## src/rtl/txfifo_pkg.sv

```systemverilog
package txfifo_pkg;

    localparam int DATA_W = 64;
    localparam int CTRL_W = 8;

    // one stored word: control above data
    typedef struct packed {
        logic [CTRL_W-1:0] ctrl;
        logic [DATA_W-1:0] data;
    } entry_t;

endpackage

```

## src/rtl/txfifo_pacer.sv

```systemverilog
module txfifo_pacer #(
    parameter int PERIOD = 33
) (
    input  logic clk,
    input  logic rst_n,
    input  logic pace_en,
    input  logic wr_req,
    output logic wr_ok
);

    generate
        if (PERIOD > 1) begin : g_paced
            localparam int CW = $clog2(PERIOD);
            localparam logic [CW-1:0] LAST = CW'(PERIOD - 1);

            typedef struct packed {
                logic [CW-1:0] cnt;
            } pace_t;

            pace_t s_d, s_q;

            always_comb begin
                s_d = s_q;
                if (!pace_en) begin
                    s_d.cnt = '0;
                end else if (s_q.cnt == LAST) begin
                    s_d.cnt = '0;
                end else begin
                    s_d.cnt = s_q.cnt + 1'b1;
                end
                // the last slot of each period is closed to writes
                wr_ok = wr_req && !(pace_en && (s_q.cnt == LAST));
            end

            always_ff @(posedge clk) begin
                if (!rst_n) begin
                    s_q <= '0;
                end else begin
                    s_q <= s_d;
                end
            end

            // counter never leaves its range
            a_r7_cnt_bound: assert property (@(posedge clk) disable iff (!rst_n)
                s_q.cnt <= LAST);
            // wrap after the closed slot
            a_r7_wrap: assert property (@(posedge clk) disable iff (!rst_n)
                (pace_en && s_q.cnt == LAST) |=> (s_q.cnt == '0));
            // held at zero while disabled
            a_r7_idle_zero: assert property (@(posedge clk) disable iff (!rst_n)
                !pace_en |=> (s_q.cnt == '0));
        end else begin : g_bypass
            assign wr_ok = wr_req;
        end
    endgenerate

endmodule

```

## src/rtl/txfifo_ctrl.sv

```systemverilog
module txfifo_ctrl #(
    parameter int DEPTH = 16,
    localparam int AW = $clog2(DEPTH),
    localparam int LW = $clog2(DEPTH + 1)
) (
    input  logic          clk,
    input  logic          rst_n,
    input  logic          push_req,
    input  logic          pop_req,
    input  logic [LW-1:0] afull_lvl,
    input  logic [LW-1:0] aempty_lvl,
    output logic          push,
    output logic          pop,
    output logic [AW-1:0] wr_ptr,
    output logic [AW-1:0] rd_ptr,
    output logic          full,
    output logic          empty,
    output logic          almost_full,
    output logic          almost_empty,
    output logic          overflow,
    output logic          underflow
);

    localparam logic [LW-1:0] FULL_CNT = LW'(DEPTH);
    localparam logic [AW-1:0] LAST_PTR = AW'(DEPTH - 1);

    typedef struct packed {
        logic [AW-1:0] wp;
        logic [AW-1:0] rp;
        logic [LW-1:0] cnt;
        logic          ovf;
        logic          udf;
    } ctl_t;

    ctl_t s_d, s_q;

    always_comb begin
        s_d          = s_q;
        full         = (s_q.cnt == FULL_CNT);
        empty        = (s_q.cnt == '0);
        almost_full  = (s_q.cnt >= afull_lvl);
        almost_empty = (s_q.cnt <= aempty_lvl);

        // a full FIFO drops the write even if a read happens alongside
        push = push_req && !full;
        pop  = pop_req && !empty;

        if (push) begin
            s_d.wp = (s_q.wp == LAST_PTR) ? '0 : s_q.wp + 1'b1;
        end
        if (pop) begin
            s_d.rp = (s_q.rp == LAST_PTR) ? '0 : s_q.rp + 1'b1;
        end
        s_d.cnt = s_q.cnt + LW'(push) - LW'(pop);
        s_d.ovf = s_q.ovf | (push_req && full);
        s_d.udf = s_q.udf | (pop_req && empty);
    end

    always_ff @(posedge clk) begin
        if (!rst_n) begin
            s_q <= '0;
        end else begin
            s_q <= s_d;
        end
    end

    assign wr_ptr    = s_q.wp;
    assign rd_ptr    = s_q.rp;
    assign overflow  = s_q.ovf;
    assign underflow = s_q.udf;

    // occupancy never exceeds the depth
    a_r5_count_bound: assert property (@(posedge clk) disable iff (!rst_n)
        s_q.cnt <= FULL_CNT);
    // overflow is sticky
    a_r5_overflow_sticky: assert property (@(posedge clk) disable iff (!rst_n)
        overflow |=> overflow);
    // a write into a full FIFO without a read leaves it full
    a_r5_full_holds: assert property (@(posedge clk) disable iff (!rst_n)
        (push_req && full && !pop_req) |=> (full && $stable(s_q.wp)));
    // underflow is sticky
    a_r6_underflow_sticky: assert property (@(posedge clk) disable iff (!rst_n)
        underflow |=> underflow);
    // a lone accepted write adds one entry
    a_r1_push_counts: assert property (@(posedge clk) disable iff (!rst_n)
        (push && !pop) |=> (s_q.cnt == $past(s_q.cnt) + LW'(1)));

endmodule

```

## src/rtl/txfifo_store.sv

```systemverilog
module txfifo_store
    import txfifo_pkg::*;
#(
    parameter int DEPTH = 16,
    localparam int AW = $clog2(DEPTH)
) (
    input  logic          clk,
    input  logic          rst_n,
    input  logic          we,
    input  logic [AW-1:0] waddr,
    input  entry_t        wdata,
    input  logic          re,
    input  logic [AW-1:0] raddr,
    output entry_t        rdata
);

    entry_t mem_d [DEPTH];
    entry_t mem_q [DEPTH];
    entry_t out_d, out_q;

    always_comb begin
        for (int i = 0; i < DEPTH; i++) begin
            mem_d[i] = mem_q[i];
        end
        if (we) begin
            mem_d[waddr] = wdata;
        end
        out_d = out_q;
        if (re) begin
            out_d = mem_q[raddr];
        end
    end

    always_ff @(posedge clk) begin
        if (!rst_n) begin
            for (int i = 0; i < DEPTH; i++) begin
                mem_q[i] <= '0;
            end
            out_q <= '0;
        end else begin
            for (int i = 0; i < DEPTH; i++) begin
                mem_q[i] <= mem_d[i];
            end
            out_q <= out_d;
        end
    end

    assign rdata = out_q;

    // output holds when no read is taken
    a_r6_hold_idle: assert property (@(posedge clk) disable iff (!rst_n)
        !re |=> $stable(rdata));

endmodule

```

## src/rtl/tx_rate_fifo.sv

```systemverilog
module tx_rate_fifo
    import txfifo_pkg::*;
#(
    parameter int DEPTH       = 16,
    parameter int PACE_PERIOD = 33,
    localparam int AW = $clog2(DEPTH),
    localparam int LW = $clog2(DEPTH + 1)
) (
    input  logic              clk,
    input  logic              rst_n,
    input  logic              wr_en,
    input  logic [DATA_W-1:0] wr_data,
    input  logic [CTRL_W-1:0] wr_ctrl,
    input  logic              pace_en,
    input  logic              rd_en,
    input  logic [LW-1:0]     afull_lvl,
    input  logic [LW-1:0]     aempty_lvl,
    output logic [DATA_W-1:0] rd_data,
    output logic [CTRL_W-1:0] rd_ctrl,
    output logic              full,
    output logic              empty,
    output logic              almost_full,
    output logic              almost_empty,
    output logic              overflow,
    output logic              underflow
);

    logic          wr_gated;
    logic          push;
    logic          pop;
    logic [AW-1:0] wr_ptr;
    logic [AW-1:0] rd_ptr;
    entry_t        wr_word;
    entry_t        rd_word;

    assign wr_word.ctrl = wr_ctrl;
    assign wr_word.data = wr_data;

    txfifo_pacer #(.PERIOD(PACE_PERIOD)) u_pacer (
        .clk     (clk),
        .rst_n   (rst_n),
        .pace_en (pace_en),
        .wr_req  (wr_en),
        .wr_ok   (wr_gated)
    );

    txfifo_ctrl #(.DEPTH(DEPTH)) u_ctrl (
        .clk          (clk),
        .rst_n        (rst_n),
        .push_req     (wr_gated),
        .pop_req      (rd_en),
        .afull_lvl    (afull_lvl),
        .aempty_lvl   (aempty_lvl),
        .push         (push),
        .pop          (pop),
        .wr_ptr       (wr_ptr),
        .rd_ptr       (rd_ptr),
        .full         (full),
        .empty        (empty),
        .almost_full  (almost_full),
        .almost_empty (almost_empty),
        .overflow     (overflow),
        .underflow    (underflow)
    );

    txfifo_store #(.DEPTH(DEPTH)) u_store (
        .clk   (clk),
        .rst_n (rst_n),
        .we    (push),
        .waddr (wr_ptr),
        .wdata (wr_word),
        .re    (pop),
        .raddr (rd_ptr),
        .rdata (rd_word)
    );

    assign rd_data = rd_word.data;
    assign rd_ctrl = rd_word.ctrl;

    // full and empty are never both set
    a_r2_full_empty_excl: assert property (@(posedge clk) disable iff (!rst_n)
        !(full && empty));
    // reading an empty FIFO leaves the outputs unchanged
    a_r6_empty_read_holds: assert property (@(posedge clk) disable iff (!rst_n)
        (rd_en && empty) |=> ($stable(rd_data) && $stable(rd_ctrl)));

endmodule

```

## config.mk

```make
export PLATFORM = sky130hd
export DESIGN_NAME = tx_rate_fifo
export DESIGN_NICKNAME = d
export VERILOG_FILES = /design/src/rtl/txfifo_pkg.sv /design/src/rtl/txfifo_pacer.sv /design/src/rtl/txfifo_ctrl.sv /design/src/rtl/txfifo_store.sv /design/src/rtl/tx_rate_fifo.sv
export SDC_FILE = /design/constraint.sdc
export NUM_CORES = 2
export LEC_CHECK = 0
export BUFFER_PORTS_ARGS = -buffer_cell sky130_fd_sc_hd__buf_2
export CAP_MARGIN = 10
export CORE_MARGIN = 5
export CORE_UTILIZATION = 60
export DETAILED_ROUTE_END_ITERATION = 16
export HOLD_SLACK_MARGIN = 0.05
export PLACE_DENSITY = 0.73
export SETUP_SLACK_MARGIN = 0.1
export SYNTH_ARGS = -nofsm -noshare
export SYNTH_HDL_FRONTEND = slang
export SYNTH_SLANG_ARGS = --single-unit
export TNS_END_PERCENT = 10
```

## constraint.sdc

```tcl
create_clock -name clk -period 8.3 [get_ports clk]
set_input_delay 2.075 -clock clk [delete_from_list [all_inputs] [get_ports clk]]
set_output_delay 2.075 -clock clk [all_outputs]
set_load 0.02 [all_outputs]
```

# Yosys cells after proc, flatten, opt, wreduce, memory -nomap -nowiden
# Memory sizes are Yosys's and may differ from the RTL's. A register that Yosys moved wholly into a read port is not among the register bits.
# Cells that the tools add are included.
[totals] reg_bits=21 latch_bits=0 ramBits=1152 mem_bits_ro=0 inputBits=87 output_inout_bits=78 wordCells=78 mem_count=1
[op_classes] n_addsub=5 mul=0 n_div=0 order_cmp=4 eq_ne=4 shift=0 muxes=24 bitwise=21 reduce_logical=13
[memory_table] name="u_store.mem_q" words=16 width=72 read_ports=17 rd_ports_with_merged_regs=1 write_ports=16 line_no="txfifo_store.sv:18" rtl="entry_t mem_q [DEPTH];"
[op_table] cell="$mux 72" n=17
[op_table] cell="$bwmux 1152" n=1
[op_table] cell="$mux 1152" n=1
[op_table] cell="$demux 72 s4" n=1
[op_table] cell="$or 1x1->1" n=18
[op_table] cell="$add 4x1->4 const B" n=2
[op_table] cell="$eq 4x4->1 const B" n=2
[op_table] cell="$mux 4" n=2
[op_table] cell="$logic_and 1x1->1" n=7
[op_table] cell="$add 6x1->6 const B" n=1
[op_table] cell="$eq 6x6->1 const B" n=1
[op_table] cell="$add 5x1->5" n=1
[op_table] cell="$eq 5x5->1 const B" n=1
[op_table] cell="$ge 5x5->1" n=1
[op_table] cell="$ge 5x5->1 const B" n=1
[op_table] cell="$le 5x5->1" n=1
[op_table] cell="$logic_not 5->1" n=1
[op_table] cell="$lt 5x1->1 const B" n=1
[op_table] cell="$not 4->5" n=1
[op_table] cell="$sub 5x1->5" n=1
[op_table] cell="$logic_not 1->1" n=4
[op_table] cell="$reduce_or 3->1" n=1
[op_table] cell="$mux 1" n=2
[op_table] cell="$not 1->1" n=2

# Logic depth before layout (Yosys ltp)
[depth] ltp_word=8 ltp_mapped=15

# Cells and area by module
# A second synthesis with hierarchy kept.
[hier_totals] hier_cells=6842 hier_area_um2=55709.7
[by_module_without_submodules] module="txfifo_store" n_inst=1 cells_each=6688 area_per_inst_um2=54350.9
[by_module_without_submodules] module="txfifo_ctrl" n_inst=1 cells_each=124 area_per_inst_um2=1084.8
[by_module_without_submodules] module="txfifo_pacer" n_inst=1 cells_each=30 area_per_inst_um2=274.0

# Worst setup path before layout
# Ideal clock, no wire load.
[synth_timing] path_kind="input -> output" startpoint="input port aempty_lvl[1]" endpoint="output port almost_empty" arrival_ps=3326 required_time_ps=6225 slack_ps=2899 path_stages=7 n_path_buf=0 path_cell_list="inv_1 > ha_1 > nor2b_1 > o21a_1 > o21a_1 > o21a_1 > o22ai_1"
[synth_via] elab_chain_cells=1
[synth_rtl] element="from (decl)" line_no="tx_rate_fifo.sv:17" rtl="input logic [LW-1:0] aempty_lvl,"
[synth_rtl] element="$le 5x5->1" line_no="txfifo_ctrl.sv:42" rtl="almost_empty = (s_q.cnt <= aempty_lvl);"
[synth_rtl] element="to (decl)" line_no="tx_rate_fifo.sv:23" rtl="output logic almost_empty,"
# Every way passes these cells.

# Worst setup path in the final report
# Ends and elaborated chain as after synthesis.

==> PnR_summary.wiki <==
{| class="wikitable"
! Metric !! Value
|-
| Sink Count || 1,245
|-
| Depth of the CTS H-tree || 4
|-
| Post-synthesis net count || 6,116
|-
| Detailed-route vias per instance || between 5 and 6
|-
| Fraction of synthesized area in multiplexers || 0.159
|-
| Crit path max fanout || 2
|-
| Floorplan die width || 318 um
|-
| Cell accounting for the most synthesized area || sky130_fd_sc_hd__dfxtp_1
|-
| Via count of the first global-routing pass || 41,282
|-
| Endpoint arrival time on the critical path || roughly 3.4 ns
|-
| Number of distinct library cell variants in the gate-level netlist after synthesis || 46
|-
| Path category of the worst min-delay check || flop to flop
|-
| Post-CTS sizing || 0
|-
| Setup total negative slack || 0 ns
|-
| Basic-gate share of the synthesized area counting and, or, nand and nor cells || 0.161
|-
| Rows || approximately 110
|-
| Count of pins over their slew limit || 0
|-
| Post-route core utilization || 0.642
|-
| Adder and majority gate portion of the synthesized area || 0.00541
|-
| Combinational family with the most area after synthesis || compound AO/OA/AOI/OAI gates
|-
| Worst clock skew || 0.0257 ns
|-
| Place WS || 2.82 ns
|-
| Flip-flop and latch count after synthesis || 1,245
|-
| Result of the run || completed
|-
| Routed WL per cell || between 20 and 25 um
|-
| Core area || 0.0946 mm^2
|-
| FFs w/ async S/R, synth || 0
|-
| Synthesized area || ~0.057 mm^2
|-
| Share of the cycle needed by the critical path after routing || 0.660
|-
| Worst setup slack after layout || 2.82 ns
|-
| Max clock buf depth || 3
|-
| Element type at the critical path end || output port
|-
| Vias after detailed routing || 42,947
|-
| Full die area || 0.101 mm^2
|-
| Data required time at the worst endpoint || 6.23 ns
|-
| Total leakage power || 21.6 nW
|-
| Min Tclk post-route || approximately 5.5 ns
|-
| DRC errors left || 0
|-
| Stage delay of the slowest cell on the critical path || 0.29 ns
|-
| Crit start category || primary input
|-
| # port buffers || 164
|-
| CTS tree || built
|-
| Dominant register cell in the synthesized netlist || sky130_fd_sc_hd__dfxtp_1
|-
| Number of CTS-inserted buffers || 132
|-
| Critical Path Slowest Stage Cell || sky130_fd_sc_hd__ha_1
|-
| Initial DRC Count || 4,108
|-
| Top cells by count, synth || 1,736 x sky130_fd_sc_hd__nand2_1, 1,245 x sky130_fd_sc_hd__dfxtp_1, 630 x sky130_fd_sc_hd__a21boi_1
|-
| Number of ports placed on the die boundary || 165
|-
| Post-route total power || 0.0146 W
|-
| Die height || 318 um
|-
| Cell mode on critical path || sky130_fd_sc_hd__o21a_1
|-
| Clock latency on the worst-skew pair || 0.75 ns
|-
| Final number of setup-violating endpoints || 0
|-
| Global route total overflow || 0
|-
| F_max || 0.183 GHz
|-
| Post-synth EDFFs || 0
|-
| CP Cell Sequence || buf_2 > inv_1 > ha_1 > nor2b_1 > o21a_1 > o21a_1 > o21a_1 > o22ai_1 > buf_2
|-
| GRT Util Overall || 0.300
|-
| Fraction of synthesized cell area in xor and xnor cells || 0.00169
|-
| Layout cells sized above 1 || 0.138
|-
| Post-CTS setup-driven buffer insertion count || 0
|-
| Maximum vdd drop || 0.000195 V
|-
| Average cell area after synthesis || 9.48 um^2
|-
| First-pass GRT wire length || 243 mm
|-
| Synthesized-area fraction occupied by ao, oa, aoi and oai cells || 0.170
|-
| Synth warnings || 0
|-
| PD cells || approximately 240 mW/mm^2
|-
| Sequential share of the synthesized area || 0.438
|-
| Proportion of netlist area held by the largest area contributor || 0.438
|-
| Routability Congestion || 0.770
|-
| Transition time at the pin with the least slew margin || 1.22 ns
|-
| Effective utilization at floorplan || 0.602
|-
| Antenna Nets Post-Route || 0
|-
| Net count, final || 5,910
|-
| Post-detailed-routing wire length || ~160 mm
|-
| Top area cells in the synthesized netlist || sky130_fd_sc_hd__dfxtp_1 44%, sky130_fd_sc_hd__nand2_1 11%, sky130_fd_sc_hd__mux2i_1 10%, sky130_fd_sc_hd__a21boi_1 8.3%, sky130_fd_sc_hd__mux4_2 5.7%
|-
| Number of antenna violations at the first check in global routing || 18
|-
| Placed wire-length estimate after detailed placement || between 80 and 90 mm
|-
| RSZ-0062 raised after global routing || no
|-
| Max-cap viol count || 0
|-
| Normalized max-slew margin || 0.187
|-
| Root buffer selected by CTS || sky130_fd_sc_hd__clkbuf_16
|-
| Number of cells produced by synthesis || around 6,000
|-
| Layout fillers || 7,718
|-
| Number of failing hold endpoints at the final stage || 0
|-
| Area growth syn-to-layout || 6.68%
|-
| Number of hold-repair buffers added at the cts stage || 0
|-
| Largest net degree at the start of global routing || 252
|-
| Drt pass-1 iters || 6
|-
| Worst-path clk slew || 0.06 ns
|-
| Top-count cell post-synth || sky130_fd_sc_hd__nand2_1
|-
| Type of the worst setup path || primary input to output port
|}
[area by class of cell]
type                       count  area (um^2)  area share
clock inverter                28          262     0.00431
clock buffer                 206         4070      0.0670
sequential                  1245        24900       0.411
tap                         1265         1580      0.0261
inverter                      20         75.1     0.00124
timing repair buffer         223         1360      0.0224
antenna                       12         30.0    0.000495
multi-input combinational   4177        28400       0.468
[routing by layer]
layer  vias up  global-route usage  share of wire
met3       361              0.0545          0.073
met5         -                   0        0.00032
met1     21063               0.385           0.41
li1      19919                   -              -
met2      1596               0.510           0.48
met4         8               0.107          0.033
[state kept, by name, indices dropped and copies added (netlist names)]
name / cells
u_ctrl.underflow: 1
u_ctrl.overflow: 1
u_store.mem_q: 1152
u_ctrl.wr_ptr: 4
u_ctrl.s_q: 5
u_ctrl.rd_ptr: 4
u_pacer.g_paced.s_q: 6
u_store.rdata: 72
[cell families (layout without fill, tap and decap cells)]
family / count (synthesis) / after routing
mux: 722 / 722
fa+ha+maj: 24 / 24
other cells: 0 / 12
compound gates: 1243 / 1243
buf+inv: 583 / 477
flops: 1245 / 1245
simple gates: 2177 / 2177
xor+xnor: 11 / 11
[report_power, final]
part | switching [W] | total [W] | internal (W)
sequential | 0.000241 | 0.00647 | 0.00622
clock | 0.00244 | 0.00588 | 0.00344
combinational | 0.00144 | 0.00229 | 0.000849
total | 0.00413 | 0.0146 | 0.0105
[worst max-delay path: cells and delay by family]
kind | cells | cell delay, ns
buffers and inverters | 3 | 0.30
adders and majority gates | 1 | 0.29
AOI/OAI and AO/OA | 4 | 0.60
and+or+nand+nor | 1 | 0.13
[worst paths after layout]
kind / start / end / slack [ns] / cells past startpoint
worst max-delay path: aempty_lvl[1] / almost_empty / 2.82 / 9
worst min-delay path: u_store.mem_q[9][53] / u_store.mem_q[9][53] / 0.45 / 2
worst max register to register: u_ctrl.rd_ptr[2] / u_store.rdata[58] / 4.04 / 6
worst min register to register: u_store.mem_q[9][53] / u_store.mem_q[9][53] / 0.45 / 2
[placed cells by master, fill, tap and decap left out, types with 6 or more instances in the layout]
cell	instances
sky130_fd_sc_hd__clkbuf_1	32
sky130_fd_sc_hd__nor2b_1	297
sky130_fd_sc_hd__inv_6	6
sky130_fd_sc_hd__and3_4	12
sky130_fd_sc_hd__inv_1	20
sky130_fd_sc_hd__buf_2	163
sky130_fd_sc_hd__o21ai_0	75
sky130_fd_sc_hd__mux4_2	144
sky130_fd_sc_hd__a31oi_1	74
sky130_fd_sc_hd__a21boi_2	210
sky130_fd_sc_hd__buf_4	52
sky130_fd_sc_hd__nor2_1	83
sky130_fd_sc_hd__xnor2_1	6
sky130_fd_sc_hd__a22oi_1	72
sky130_fd_sc_hd__clkbuf_8	36
sky130_fd_sc_hd__and2_1	10
sky130_fd_sc_hd__ha_1	23
sky130_fd_sc_hd__a21boi_1	630
sky130_fd_sc_hd__buf_12	7
sky130_fd_sc_hd__dfxtp_1	1242
sky130_fd_sc_hd__o22ai_1	145
sky130_fd_sc_hd__mux2i_1	578
sky130_fd_sc_hd__clkinv_2	16
sky130_fd_sc_hd__diode_2	12
sky130_fd_sc_hd__clkbuf_16	138
sky130_fd_sc_hd__nand2_1	1736
sky130_fd_sc_hd__a21boi_0	25
sky130_fd_sc_hd__a21oi_1	6
sky130_fd_sc_hd__nand3_4	13
[through the flow]
step | hold WS (ns) | instances | cell area, um^2
floorplan | 0.426 | 6005 | 56900
global placement | 0.437 | 6930 | 56400
detailed placement | 0.443 | 6930 | 56400
CTS | 0.451 | 7164 | 60700
global route | 0.463 | 7167 | 60700
finish | 0.450 | 7176 | 60700
(Power assumes the default switching activity.)
